--- config.mk ---
export PLATFORM = sky130hd
export DESIGN_NAME = diode_conv_seq
export DESIGN_NICKNAME = d
export VERILOG_FILES = /design/src/rtl/diode_pkg.sv /design/src/rtl/dcs_fsm.sv /design/src/rtl/dcs_scaler.sv /design/src/rtl/dcs_results.sv /design/src/rtl/diode_conv_seq.sv
export SDC_FILE = /design/constraint.sdc
export NUM_CORES = 1
export LEC_CHECK = 0
export ABC_AREA = 1
export BUFFER_PORTS_ARGS = -buffer_cell sky130_fd_sc_hd__buf_2
export CORE_ASPECT_RATIO = 1.5
export CORE_MARGIN = 1
export CORE_UTILIZATION = 54
export CTS_BUF_LIST = sky130_fd_sc_hd__clkbuf_8
export DETAILED_ROUTE_END_ITERATION = 12
export GPL_TIMING_DRIVEN = 0
export PLACE_DENSITY_LB_ADDON = 0.05
export SETUP_SLACK_MARGIN = 0.4
export SYNTH_ARGS = -nofsm -noshare
export SYNTH_HDL_FRONTEND = slang
export SYNTH_SLANG_ARGS = --single-unit
--- constraint.sdc ---
create_clock -name clk -period 3.5 [get_ports clk]
set_clock_uncertainty 0.2 [all_clocks]
set_input_delay 0.35 -clock clk [delete_from_list [all_inputs] [get_ports clk]]
set_output_delay 0.35 -clock clk [all_outputs]
set_load 0.005 [all_outputs]
--- src/rtl/diode_pkg.sv ---
package diode_pkg;

    typedef enum logic [2:0] {
        ST_IDLE,
        ST_LOC_GO,
        ST_LOC_WAIT,
        ST_HI_GO,
        ST_HI_WAIT,
        ST_LO_GO,
        ST_LO_WAIT,
        ST_COMMIT
    } seq_state_t;

    typedef struct packed {
        logic start;
        logic sel_remote;
        logic bias_hi;
        logic grab_loc;
        logic grab_hi;
        logic grab_lo;
        logic commit;
    } seq_ctrl_t;

endpackage

--- src/rtl/dcs_fsm.sv ---
module dcs_fsm
    import diode_pkg::*;
(
    input  logic      clk,
    input  logic      rst,
    input  logic      adc_done,
    output seq_ctrl_t ctrl
);

    seq_state_t state;
    seq_state_t nxt;

    always_ff @(posedge clk) begin
        if (rst) state <= ST_IDLE;
        else     state <= nxt;
    end

    always_comb begin
        nxt = state;
        unique case (state)
            ST_IDLE:     nxt = ST_LOC_GO;
            ST_LOC_GO:   nxt = ST_LOC_WAIT;
            ST_LOC_WAIT: if (adc_done) nxt = ST_HI_GO;
            ST_HI_GO:    nxt = ST_HI_WAIT;
            ST_HI_WAIT:  if (adc_done) nxt = ST_LO_GO;
            ST_LO_GO:    nxt = ST_LO_WAIT;
            ST_LO_WAIT:  if (adc_done) nxt = ST_COMMIT;
            ST_COMMIT:   nxt = ST_LOC_GO;
            default:     nxt = ST_IDLE;
        endcase
    end

    always_comb begin
        ctrl = '0;
        unique case (state)
            ST_IDLE: ;
            ST_LOC_GO: ctrl.start = 1'b1;
            ST_LOC_WAIT: ctrl.grab_loc = adc_done;
            ST_HI_GO: begin
                ctrl.start      = 1'b1;
                ctrl.sel_remote = 1'b1;
                ctrl.bias_hi    = 1'b1;
            end
            ST_HI_WAIT: begin
                ctrl.sel_remote = 1'b1;
                ctrl.bias_hi    = 1'b1;
                ctrl.grab_hi    = adc_done;
            end
            ST_LO_GO: begin
                ctrl.start      = 1'b1;
                ctrl.sel_remote = 1'b1;
            end
            ST_LO_WAIT: begin
                ctrl.sel_remote = 1'b1;
                ctrl.grab_lo    = adc_done;
            end
            ST_COMMIT: ctrl.commit = 1'b1;
            default: ;
        endcase
    end

endmodule

--- src/rtl/dcs_scaler.sv ---
module dcs_scaler #(
    parameter int DATA_W = 8,
    parameter int GAIN   = 3,
    parameter int SHIFT  = 1
) (
    input  logic [DATA_W-1:0]        hi,
    input  logic [DATA_W-1:0]        lo,
    output logic signed [DATA_W-1:0] temp
);

    localparam int DIFF_W = DATA_W + 2;
    localparam int GAIN_W = $clog2(GAIN + 1) + 1;
    localparam int PROD_W = DIFF_W + GAIN_W;
    localparam logic signed [PROD_W-1:0] SAT_HI = PROD_W'((2 ** (DATA_W - 1)) - 1);
    localparam logic signed [PROD_W-1:0] SAT_LO = -SAT_HI - PROD_W'(1);

    logic signed [DIFF_W-1:0] diff;
    logic signed [PROD_W-1:0] prod;
    logic signed [PROD_W-1:0] shifted;

    assign diff = $signed({2'b00, hi}) - $signed({2'b00, lo});
    assign prod = PROD_W'(diff) * $signed(PROD_W'(GAIN));

    generate
        if (SHIFT == 0) begin : g_noshift
            assign shifted = prod;
        end else begin : g_shift
            assign shifted = prod >>> SHIFT;
        end
    endgenerate

    always_comb begin
        if (shifted > SAT_HI)      temp = SAT_HI[DATA_W-1:0];
        else if (shifted < SAT_LO) temp = SAT_LO[DATA_W-1:0];
        else                       temp = shifted[DATA_W-1:0];
    end

endmodule

--- src/rtl/dcs_results.sv ---
module dcs_results
    import diode_pkg::*;
#(
    parameter int DATA_W = 8,
    parameter int GAIN   = 3,
    parameter int SHIFT  = 1
) (
    input  logic              clk,
    input  logic              rst,
    input  seq_ctrl_t         ctrl,
    input  logic [DATA_W-1:0] adc_data,
    input  logic              fault_rail,
    input  logic              fault_pins,
    output logic [DATA_W-1:0] local_temp,
    output logic [DATA_W-1:0] remote_temp
);

    localparam logic [DATA_W-1:0] RAIL_VAL = DATA_W'((2 ** (DATA_W - 1)) - 1);

    logic [DATA_W-1:0]        loc_s;
    logic [DATA_W-1:0]        hi_s;
    logic [DATA_W-1:0]        lo_s;
    logic signed [DATA_W-1:0] scaled;

    dcs_scaler #(.DATA_W(DATA_W), .GAIN(GAIN), .SHIFT(SHIFT)) u_scale (
        .hi   (hi_s),
        .lo   (lo_s),
        .temp (scaled)
    );

    always_ff @(posedge clk) begin
        if (rst) begin
            loc_s       <= '0;
            hi_s        <= '0;
            lo_s        <= '0;
            local_temp  <= '0;
            remote_temp <= '0;
        end else begin
            if (ctrl.grab_loc) loc_s <= adc_data;
            if (ctrl.grab_hi)  hi_s  <= adc_data;
            if (ctrl.grab_lo)  lo_s  <= adc_data;
            if (ctrl.commit) begin
                local_temp <= loc_s;
                if (fault_rail)      remote_temp <= RAIL_VAL;
                else if (fault_pins) remote_temp <= '0;
                else                 remote_temp <= scaled;
            end
        end
    end

endmodule

--- src/rtl/diode_conv_seq.sv ---
module diode_conv_seq
    import diode_pkg::*;
#(
    parameter int DATA_W = 8,
    parameter int GAIN   = 3,
    parameter int SHIFT  = 1
) (
    input  logic              clk,
    input  logic              rst,
    input  logic [DATA_W-1:0] adc_data,
    input  logic              adc_done,
    input  logic              fault_rail,
    input  logic              fault_pins,
    output logic              adc_start,
    output logic              mux_remote,
    output logic              bias_high,
    output logic [DATA_W-1:0] local_temp,
    output logic [DATA_W-1:0] remote_temp
);

    seq_ctrl_t ctrl;

    dcs_fsm u_fsm (
        .clk      (clk),
        .rst      (rst),
        .adc_done (adc_done),
        .ctrl     (ctrl)
    );

    dcs_results #(.DATA_W(DATA_W), .GAIN(GAIN), .SHIFT(SHIFT)) u_res (
        .clk         (clk),
        .rst         (rst),
        .ctrl        (ctrl),
        .adc_data    (adc_data),
        .fault_rail  (fault_rail),
        .fault_pins  (fault_pins),
        .local_temp  (local_temp),
        .remote_temp (remote_temp)
    );

    assign adc_start  = ctrl.start;
    assign mux_remote = ctrl.sel_remote;
    assign bias_high  = ctrl.bias_hi;

endmodule

# Word level (Yosys, flattened, before mapping)
# Cells that the tools add are included.
# word_totals
regBits	43
elab_cells	41
inputBits	13
latch_bits	0
memories	0
mem_bits_rw	0
mem_bits_ro	0
output_inout_bits	19
# op_classes
div_mod_pow	0
shifts	0
muxes	15
eq_ne	10
addsub	1
reduce_logical	6
n_lt_le_gt_ge	2
n_mul	1
bitwise_logic	0
# op_table
operator	count
two-way mux 8 bit	4
one-hot mux 3 bit (7 select lines)	1
equality test 3 bit (second input constant)	4
multiplier 9 x 3 -> 12 bit (second input constant)	1
greater-than comparator 11 x 8 -> 1 bit (second input constant)	1
< comparator 11 x 8 -> 1 bit (second input constant)	1
two-way mux 3 bit	3
subtractor 8 x 8 -> 9 bit	1
two-way mux 1 bit	7
equality test 3 x 2 -> 1 bit (second input constant)	2
inequality test 2 bit (second input constant)	3
OR reduction 2 bit	2
OR reduction 4 bit	1
equality test 3 x 1 -> 1 bit (second input constant)	1
logical NOT 3 bit	1
AND reduction 3 bit	1
OR reduction 3 bit	1

# Logic depth before layout (Yosys ltp)
# Gate-level depths: netlist of run 1.
# logic_depth
depth_word	7
ltp_mapped	26

# By module
# From an unflattened synthesis of run 1, not the netlist that was laid out.
# hier_totals
cells_unflattened	410
hier_area_um2	2776.4
# modules_own_cells
module	seq_area_each_um2	cells_each	n_inst	area_each_um2
dcs_results	800.8	200	1	1503.9
dcs_scaler	0.0	182	1	1089.8
dcs_fsm	60.1	28	1	182.7

# Worst setup path before layout of run 1
# OpenSTA, ideal clock, no wires.
# synth_path
path_type	register to register
from	register u_res.lo_s[2]
to	register u_res.remote_temp[6]
t_arrival_ns	3.127
required_time_ns	3.234
stages_incl_launch_ff	25
period_less_slack_ns	3.393
slack_ns	0.107
cell_sequence	dfxtp_1 > inv_1 > ha_1 > a21oi_1 > nand2_1 > nand2_1 > nand2_1 > a21oi_1 > o21ai_0 > nand2_1 > nand2_1 > xor2_1 > ha_1 > ha_1 > nand2_2 > inv_2 > a21oi_4 > nand2_2 > nand2_1 > nand2_1 > nor2_2 > nand2_2 > nand2_1 > nand3b_1 > a21oi_2
# synth_between
elab_chain_len	7
word_cells_on_any_way	8
classes_between	add/sub: 1; mul: 1; order compare: 2; mux: 4
# synth_rtl
item	line_no	text
from (decl)	dcs_results.sv:22	logic [DATA_W-1:0] lo_s;
from (signal assigned)	dcs_results.sv:41	if (ctrl.grab_lo) lo_s <= adc_data;
subtractor 8 x 8 -> 9 bit (*)	dcs_scaler.sv:21	assign diff = $signed({2'b00, hi}) - $signed({2'b00, lo});
multiplier 9 x 3 -> 12 bit (*)	dcs_scaler.sv:22	assign prod = PROD_W'(diff) * $signed(PROD_W'(GAIN));
< comparator 11 x 8 -> 1 bit	dcs_scaler.sv:34	else if (shifted < SAT_LO) temp = SAT_LO[DATA_W-1:0];
two-way mux 8 bit	dcs_scaler.sv:34	
two-way mux 8 bit (*)	dcs_scaler.sv:33	if (shifted > SAT_HI) temp = SAT_HI[DATA_W-1:0];
two-way mux 8 bit (*)	dcs_results.sv:45	else if (fault_pins) remote_temp <= '0;
two-way mux 8 bit (*)	dcs_results.sv:44	if (fault_rail) remote_temp <= RAIL_VAL;
to (signal assigned)	dcs_results.sv:46	else remote_temp <= scaled;
to (decl)	dcs_results.sv:15	output logic [DATA_W-1:0] remote_temp
# Mark *: on every way between the ends. The rest lies on a longest branch, timed or not.
# A chain may end at the register's enable or synchronous reset.

# Final worst setup path of run 1
# layout_path
from	register u_res.hi_s[0]
to	register u_res.remote_temp[2]
# layout_between
elab_chain_len	7
word_cells_on_any_way	8
classes_between	add/sub: 1; mul: 1; order compare: 2; mux: 4
# layout_rtl
item	line_no	text
from (decl)	dcs_results.sv:21	logic [DATA_W-1:0] hi_s;
from (signal assigned)	dcs_results.sv:40	if (ctrl.grab_hi) hi_s <= adc_data;
subtractor 8 x 8 -> 9 bit (*)	dcs_scaler.sv:21	
multiplier 9 x 3 -> 12 bit (*)	dcs_scaler.sv:22	
< comparator 11 x 8 -> 1 bit	dcs_scaler.sv:34	
two-way mux 8 bit	dcs_scaler.sv:34	
two-way mux 8 bit (*)	dcs_scaler.sv:33	
two-way mux 8 bit (*)	dcs_results.sv:45	
two-way mux 8 bit (*)	dcs_results.sv:44	
# Marked as above.

==> summary.md, run 1 <==
| Metric | Value |
|---|---|
| Final Cycle Share | 0.973 |
| DR vias | 2502 |
| Hold EP | u_res.remote_temp[7] |
| Syn_area_per_cell | 7.36 um^2 |
| Final setup vio count | 0 |
| CORE AREA | 4770 um^2 |
| Sequential area share after synthesis | 0.322 |
| Initial core utilization | 0.560 |
| Synth top area cells | dfxtp_1, ha_1, nand2_1, a21oi_1, o21ai_0 |
| Antenna violations before repair | 0 |
| CP required | 3.55 ns |
| Syn Nets | 407 |
| TritonCTS buffer count | 5 |
| Min-delay src | rst |
| Vias per cell | 5.23 |
| Max_slew headroom | 0.689 |
| Remaining antenna violation count | 0 |
| Crit Path Class | flip-flop to flip-flop |
| First-pass GRT wire length | 9.75 mm |
| Largest net degree at the start of global routing | 17 |
| Distinct cells, synth | 29 |
| All-Layer GR Usage | 0.253 |
| Status | finished, final reports clean |
| Part of the power in registers | 0.171 |
| Io pins | 32 |
| Critical Path Fanout Max | 4 |
| Pwr Total | 3.40 mW |
| Mapped Area | 2670 um^2 |
| Final Slew Violations | 0 |
| TritonRoute pass-1 iters | 4 |
| Die width | 59.4 um |
| Tightest Pin Transition | 0.467 ns |
| Fin. Hold Viols | 0 |
| Layout cells sized above 1 | 0.342 |
| Post-DP HPWL | 4.72 mm |
| EDFF count, synth | 0 |
| Clock Root Buffer | clkbuf_8 |
| H-Tree Depth | 2 |
| Peak VDD IR | 0.541 mV |
| Net Sw Power | 1.61 mW |
| Prevailing post-synth register cell | dfxtp_1 |
| Crit Reg-Reg Endpoint | u_res.remote_temp[2] |
| Gate count of the mapped netlist | 363 |
| Clock Sinks | 43 |
| Commonest non-fill, non-tap cell in the layout | nand2_1 |
| CP Launch Type | flip-flop |
| Tmin final | 3.41 ns |
| Area Growth Syn to Fin | 27.3% |
| Clk pwr share | 0.101 |
| Initial DRC Count | 81 |
| Buffers on Ports | 31 |
| WHS Path Cells | 2 |
| Share of the synthesized area in the top cell type | 0.322 |
| LEAKAGE | 1.53 nW |
| DR DRC count | 0 |
| Yosys warns | 0 |
| Sw frac | 0.472 |
| Clk Latency, worst-skew pair | 0.31 ns |
| Rows | 31 |
| CTS tree | yes |
| Reported max-cap violation count | 0 |
| Chip height | 88.1 um |
| Most frequent cells in the layout | nand2_1, inv_1, o21ai_0, dfxtp_1, a21oi_1 |
| Overflow after GRT | 0 |
| Synth area leader | dfxtp_1 |
| Routability cong. | 0.845 |
| Die footprint | 5240 um^2 |
| Ant diodes | 0 |
| Power Dens Cells | 1000 nW/um^2 |
| Worst Path Arrival | 3.45 ns |
| RSZ-0062 raised after global routing | yes |
| Gate power share | 0.728 |
| Nets | 455 |
| Async SR Flop Fraction | 0 |
| Int Power | 1.79 mW |
| Yosys reg bits | 43 |
| Deepest clock path buffer count | 2 |
| Finished Cell Area | 3400 um^2 |
| FF-to-FF path depth | 22 |
| Critical R2R Launch | u_res.hi_s[0] |
| Kind of end point of the critical path | flip-flop |
| Worst min path class | input pin to flip-flop |
| Cell Area, Placed | 3010 um^2 |
| CTS clk-pin slew, worst paths | 0.10 ns |
| Fmax | 0.294 GHz |
| Vias in the first global route | 2350 |
| WL final | 6.24 mm |
| Drt wl/cell | 13.1 um |
| R2r setup slk | 0.09 ns |
-- worst max-delay path by stage --
stage / startpoint / slack, ns / to / depth (start not counted)
2_1_floorplan: u_res.hi_s[0] / 0.38 / u_res.remote_temp[3] / 22
3_3_place_gp: u_res.lo_s[2] / 0.08 / u_res.remote_temp[4] / 24
3_5_place_dp: u_res.lo_s[2] / 0.05 / u_res.remote_temp[2] / 24
4_1_cts: u_res.hi_s[0] / 0.10 / u_res.remote_temp[2] / 21
5_1_grt: u_res.lo_s[2] / -0.07 / u_res.remote_temp[2] / 24
6_report: u_res.hi_s[0] / 0.09 / u_res.remote_temp[2] / 22
-- synth_stat cells (2+ instances only) --
library cell and number:
nand3_1 13, nand4_1 2, nand3b_1 2, a21oi_4 2
nor2_1 11, a21oi_2 5, xor2_1 5, nand2_1 68
dfxtp_1 43, ha_1 29, inv_1 54, o21ai_0 42
nand2_2 8, a21oi_1 42, nand3_2 5, fa_1 2
inv_2 5, nor2_2 3, clkbuf_1 9, xnor2_1 4
-- metrics by stage --
stage / cells / hold WS [ns] / TNS, ns / worst slack, ns / utilization
4_1_cts: 477 / 0.0637 / 0 / 0.100 / 0.697
3_3_place_gp: 460 / 0.239 / 0 / 0.0832 / 0.631
5_1_grt: 478 / 0.0713 / -0.315 / -0.0683 / 0.713
3_5_place_dp: 460 / 0.242 / 0 / 0.0498 / 0.631
6_report: 478 / 0.0813 / 0 / 0.0934 / 0.713
2_1_floorplan: 363 / 0.219 / 0 / 0.379 / -
-- flip-flops by register name, indices dropped and copies added (netlist names) --
signal	flops
u_fsm.state	3
u_res.remote_temp	8
u_res.hi_s	8
u_res.local_temp	8
u_res.loc_s	8
u_res.lo_s	8
-- cell families after synthesis --
logic type,count (synthesis),share of synthesized area
AOI/OAI and AO/OA,94,0.194
DFF,43,0.322
buffers and inverters,70,0.0998
xor gates and xnor gates,9,0.0295
and+or+nand+nor,116,0.203
adders and majority gates,31,0.151
-- final cells by class --
type	count	area, um^2
flip-flops and latches	43	868
repair buffers	41	230
multi-input cells	250	1850
well taps	66	82.6
fillers	425	1370
inverters	60	230
clock inverters	3	26.3
plain buffers	10	38.8
clock buffers	5	68.8
-- worst max-delay path, stage by stage (launching register included) --
cell,delay (ns)
dfxtp_2,0.33
inv_2,0.06
ha_4,0.12
inv_2,0.04
fa_2,0.36
nand3_2,0.09
nand3_4,0.10
a31oi_4,0.19
xnor2_2,0.13
buf_4,0.15
ha_4,0.20
ha_4,0.26
nand2_4,0.09
inv_2,0.04
a21oi_4,0.17
nand2_4,0.09
nand2_2,0.07
nand2_2,0.05
nor2_2,0.09
nand2_2,0.11
a21oi_4,0.19
nand2_2,0.08
a21oi_2,0.13
-- power by group through the flow --
stage	Clock (mW)	Combinational, mW	Sequential [mW]
2_1_floorplan	0	1.61	0.584
4_1_cts	0.347	2.29	0.582
3_5_place_dp	0	1.95	0.592
6_report	0.342	2.47	0.582
3_3_place_gp	0	1.92	0.588
5_1_grt	0.368	2.69	0.590
-- per-layer routing --
layer  routed length (um)  GRT usage  vias to the layer above
li1                     -          -                     1273
met1                 2300      0.229                     1155
met2                 3400      0.483                       51
met3                  197     0.0517                       23
met4                  336      0.175                        0
met5                    0          0                        -
-- what timing repair did --
action                     in CTS  in global routing
buffers inserted                9                  1
hold endpoints to repair        0                  0
hold buffers                    0                  0
setup endpoints to repair       8                  8
gates resized for setup        29                 19
pin swaps                      26                 13
No activity file was read; power rests on OpenSTA's default activity.
==> inputs of run 2 (changes only) <==
--- a/config.mk
+++ b/config.mk
@@ -14,6 +14,7 @@
 export DETAILED_ROUTE_END_ITERATION = 12
 export GPL_TIMING_DRIVEN = 0
 export PLACE_DENSITY_LB_ADDON = 0.05
+export RECOVER_POWER = 50
 export SETUP_SLACK_MARGIN = 0.4
 export SYNTH_ARGS = -nofsm -noshare
 export SYNTH_HDL_FRONTEND = slang
==> summary.md, run 2 (synthesis gave the netlist of run 1 again) <==
| Metric | Value |
|---|---|
| Status | finished, final reports clean |
| H-Tree Depth | 2 |
| Layout cells sized above 1 | 0.318 |
| Worst Path Buf+Inv | 4 |
| Post-DP HPWL | 4.72 mm |
| Clock Sinks | 43 |
| FF-to-FF path depth | 22 |
| Delay-heaviest family, CP | adder cells |
| Final std cells w/o fill | 478 |
| Area Growth Syn to Fin | 26.9% |
| WL final | 6.27 mm |
| Buffers on Ports | 31 |
| Hold buffer count at CTS | 0 |
| Crit Path Class | flip-flop to flip-flop |
| CORE AREA | 4770 um^2 |
| Final setup vio count | 0 |
| Peak VDD IR | 0.542 mV |
| CP most frequent cell | nand2_2 |
| Cell Area, Placed | 3010 um^2 |
| Clk Latency, worst-skew pair | 0.31 ns |
| Fin. Hold Viols | 0 |
| Finished Cell Area | 3390 um^2 |
| Ant diodes | 0 |
| Critical Path Fanout Max | 4 |
| Worst min path class | input pin to flip-flop |
| WHS Path Cells | 2 |
| Drt wl/cell | 13.1 um |
| Fmax | 0.293 GHz |
| Antenna violations before repair | 0 |
| Initial DRC Count | 82 |
| Crit Reg-Reg Endpoint | u_res.remote_temp[2] |
| Largest net degree at the start of global routing | 17 |
| First-pass GRT wire length | 9.75 mm |
| Final Slew Violations | 0 |
| Nets | 455 |
| TritonCTS buffer count | 5 |
| DR vias | 2500 |
| Vias in the first global route | 2350 |
| Final Cycle Share | 0.975 |
| RSZ-0062 raised after global routing | yes |
| Worst Path Arrival | 3.46 ns |
| All-Layer GR Usage | 0.253 |
| Tightest Pin Transition | 0.473 ns |
| Max_slew headroom | 0.684 |
| Clock Root Buffer | clkbuf_8 |
| LEAKAGE | 1.49 nW |
| Most frequent cells in the layout | nand2_1, inv_1, o21ai_0, dfxtp_1, a21oi_1 |
| R2r setup slk | 0.09 ns |
| Power Dens Cells | 1000 nW/um^2 |
| CTS clk-pin slew, worst paths | 0.10 ns |
| Rows | 31 |
| Reported max-cap violation count | 0 |
| Routability cong. | 0.845 |
| CP required | 3.55 ns |
| Die footprint | 5240 um^2 |
| CP peak stage delay | 0.36 ns |
| Tmin final | 3.41 ns |
| CTS tree | yes |
| Io pins | 32 |
| Remaining antenna violation count | 0 |
| Vias per cell | 5.23 |
| Slowest cell on crit path | fa_2 |
| Kind of end point of the critical path | flip-flop |
| Chip height | 88.1 um |
| CP Launch Point | u_res.hi_s[0] |
| Min-delay src | rst |
| Initial core utilization | 0.560 |
| DP Cell Count | 460 |
| Deepest clock path buffer count | 2 |
| Critical R2R Launch | u_res.hi_s[0] |
| Hold EP | u_res.remote_temp[7] |
| Crit-path cells | inv_2 -> ha_4 -> inv_2 -> fa_2 -> nand3_2 -> nand3_4 -> a31oi_4 -> xnor2_2 -> buf_4 -> ha_4 -> ha_4 -> nand2_4 -> inv_2 -> a21oi_4 -> nand2_4 -> nand2_2 -> nand2_2 -> nor2_2 -> nand2_2 -> a21oi_4 -> nand2_2 -> a21oi_2 |
| Commonest non-fill, non-tap cell in the layout | nand2_1 |
| Die width | 59.4 um |
| # fillers | 431 |
| DR DRC count | 0 |
| Overflow after GRT | 0 |
| CP Launch Type | flip-flop |
| TritonRoute pass-1 iters | 4 |
run 2: cell types whose count changed in the layout (fill, tap and decap cells not counted), sizes merged:
cell / change
clkbuf: +10
buf: -10
run 2: worst max path at each step:
stage,to,cells past startpoint
after floorplan,u_res.remote_temp[3],22
after global placement,u_res.remote_temp[4],24
after detailed placement,u_res.remote_temp[2],24
after CTS,u_res.remote_temp[2],21
after global routing,u_res.remote_temp[2],24
final,u_res.remote_temp[2],22
run 2: worst register-to-register path, cell delays in order, from the launching register on:
cell	delay [ns]
dfxtp_2	0.33
inv_2	0.06
ha_4	0.12
inv_2	0.04
fa_2	0.36
nand3_2	0.09
nand3_4	0.10
a31oi_4	0.19
xnor2_2	0.13
buf_4	0.15
ha_4	0.20
ha_4	0.26
nand2_4	0.09
inv_2	0.04
a21oi_4	0.17
nand2_4	0.09
nand2_2	0.07
nand2_2	0.05
nor2_2	0.09
nand2_2	0.11
a21oi_4	0.19
nand2_2	0.08
a21oi_2	0.13
run 2: report_power, final:
group	switching, mW	total, mW	internal, mW	leakage, nW
logic	1.38	2.48	1.10	1.09
registers	0.0329	0.583	0.550	0.351
clock network	0.195	0.342	0.147	0.0491
run 2: per-stage QoR:
stage | util | hold slack, ns | setup TNS [ns] | power (mW) | setup slack, ns
floorplan | - | 0.219 | 0 | 2.19 | 0.379
global placement | 0.631 | 0.239 | 0 | 2.51 | 0.0832
detailed placement | 0.631 | 0.242 | 0 | 2.54 | 0.0498
CTS | 0.697 | 0.0637 | 0 | 3.22 | 0.100
global route | 0.710 | 0.0713 | -0.315 | 3.65 | -0.0683
finish | 0.710 | 0.0792 | 0 | 3.40 | 0.0884
run 2: repair_timing:
| action | CTS | global route |
|---|---|---|
| setup buffers | 9 | 1 |
| endpoints found under the setup margin | 8 | 8 |
| resized for setup | 29 | 19 |
| pin swaps | 26 | 13 |
run 2: cell type report:
| cell class | count | area, um^2 | share of cell area |
|---|---|---|---|
| Clock inverter | 3 | 26.3 | 0.00776 |
| Sequential cell | 43 | 868 | 0.256 |
| Clock buffer | 5 | 68.8 | 0.0203 |
| Inverter | 60 | 230 | 0.0680 |
| Tap cell | 66 | 82.6 | 0.0244 |
| Multi-Input combinational cell | 250 | 1850 | 0.547 |
| Timing Repair Buffer | 41 | 218 | 0.0643 |
| Buffer | 10 | 38.8 | 0.0115 |
run 2: routing by layer:
metal,global-route usage,part of all wire,vias up
li1,-,-,1274
met1,0.229,0.37,1154
met2,0.483,0.54,51
met3,0.0517,0.033,21
met4,0.175,0.052,0
met5,0,0,-
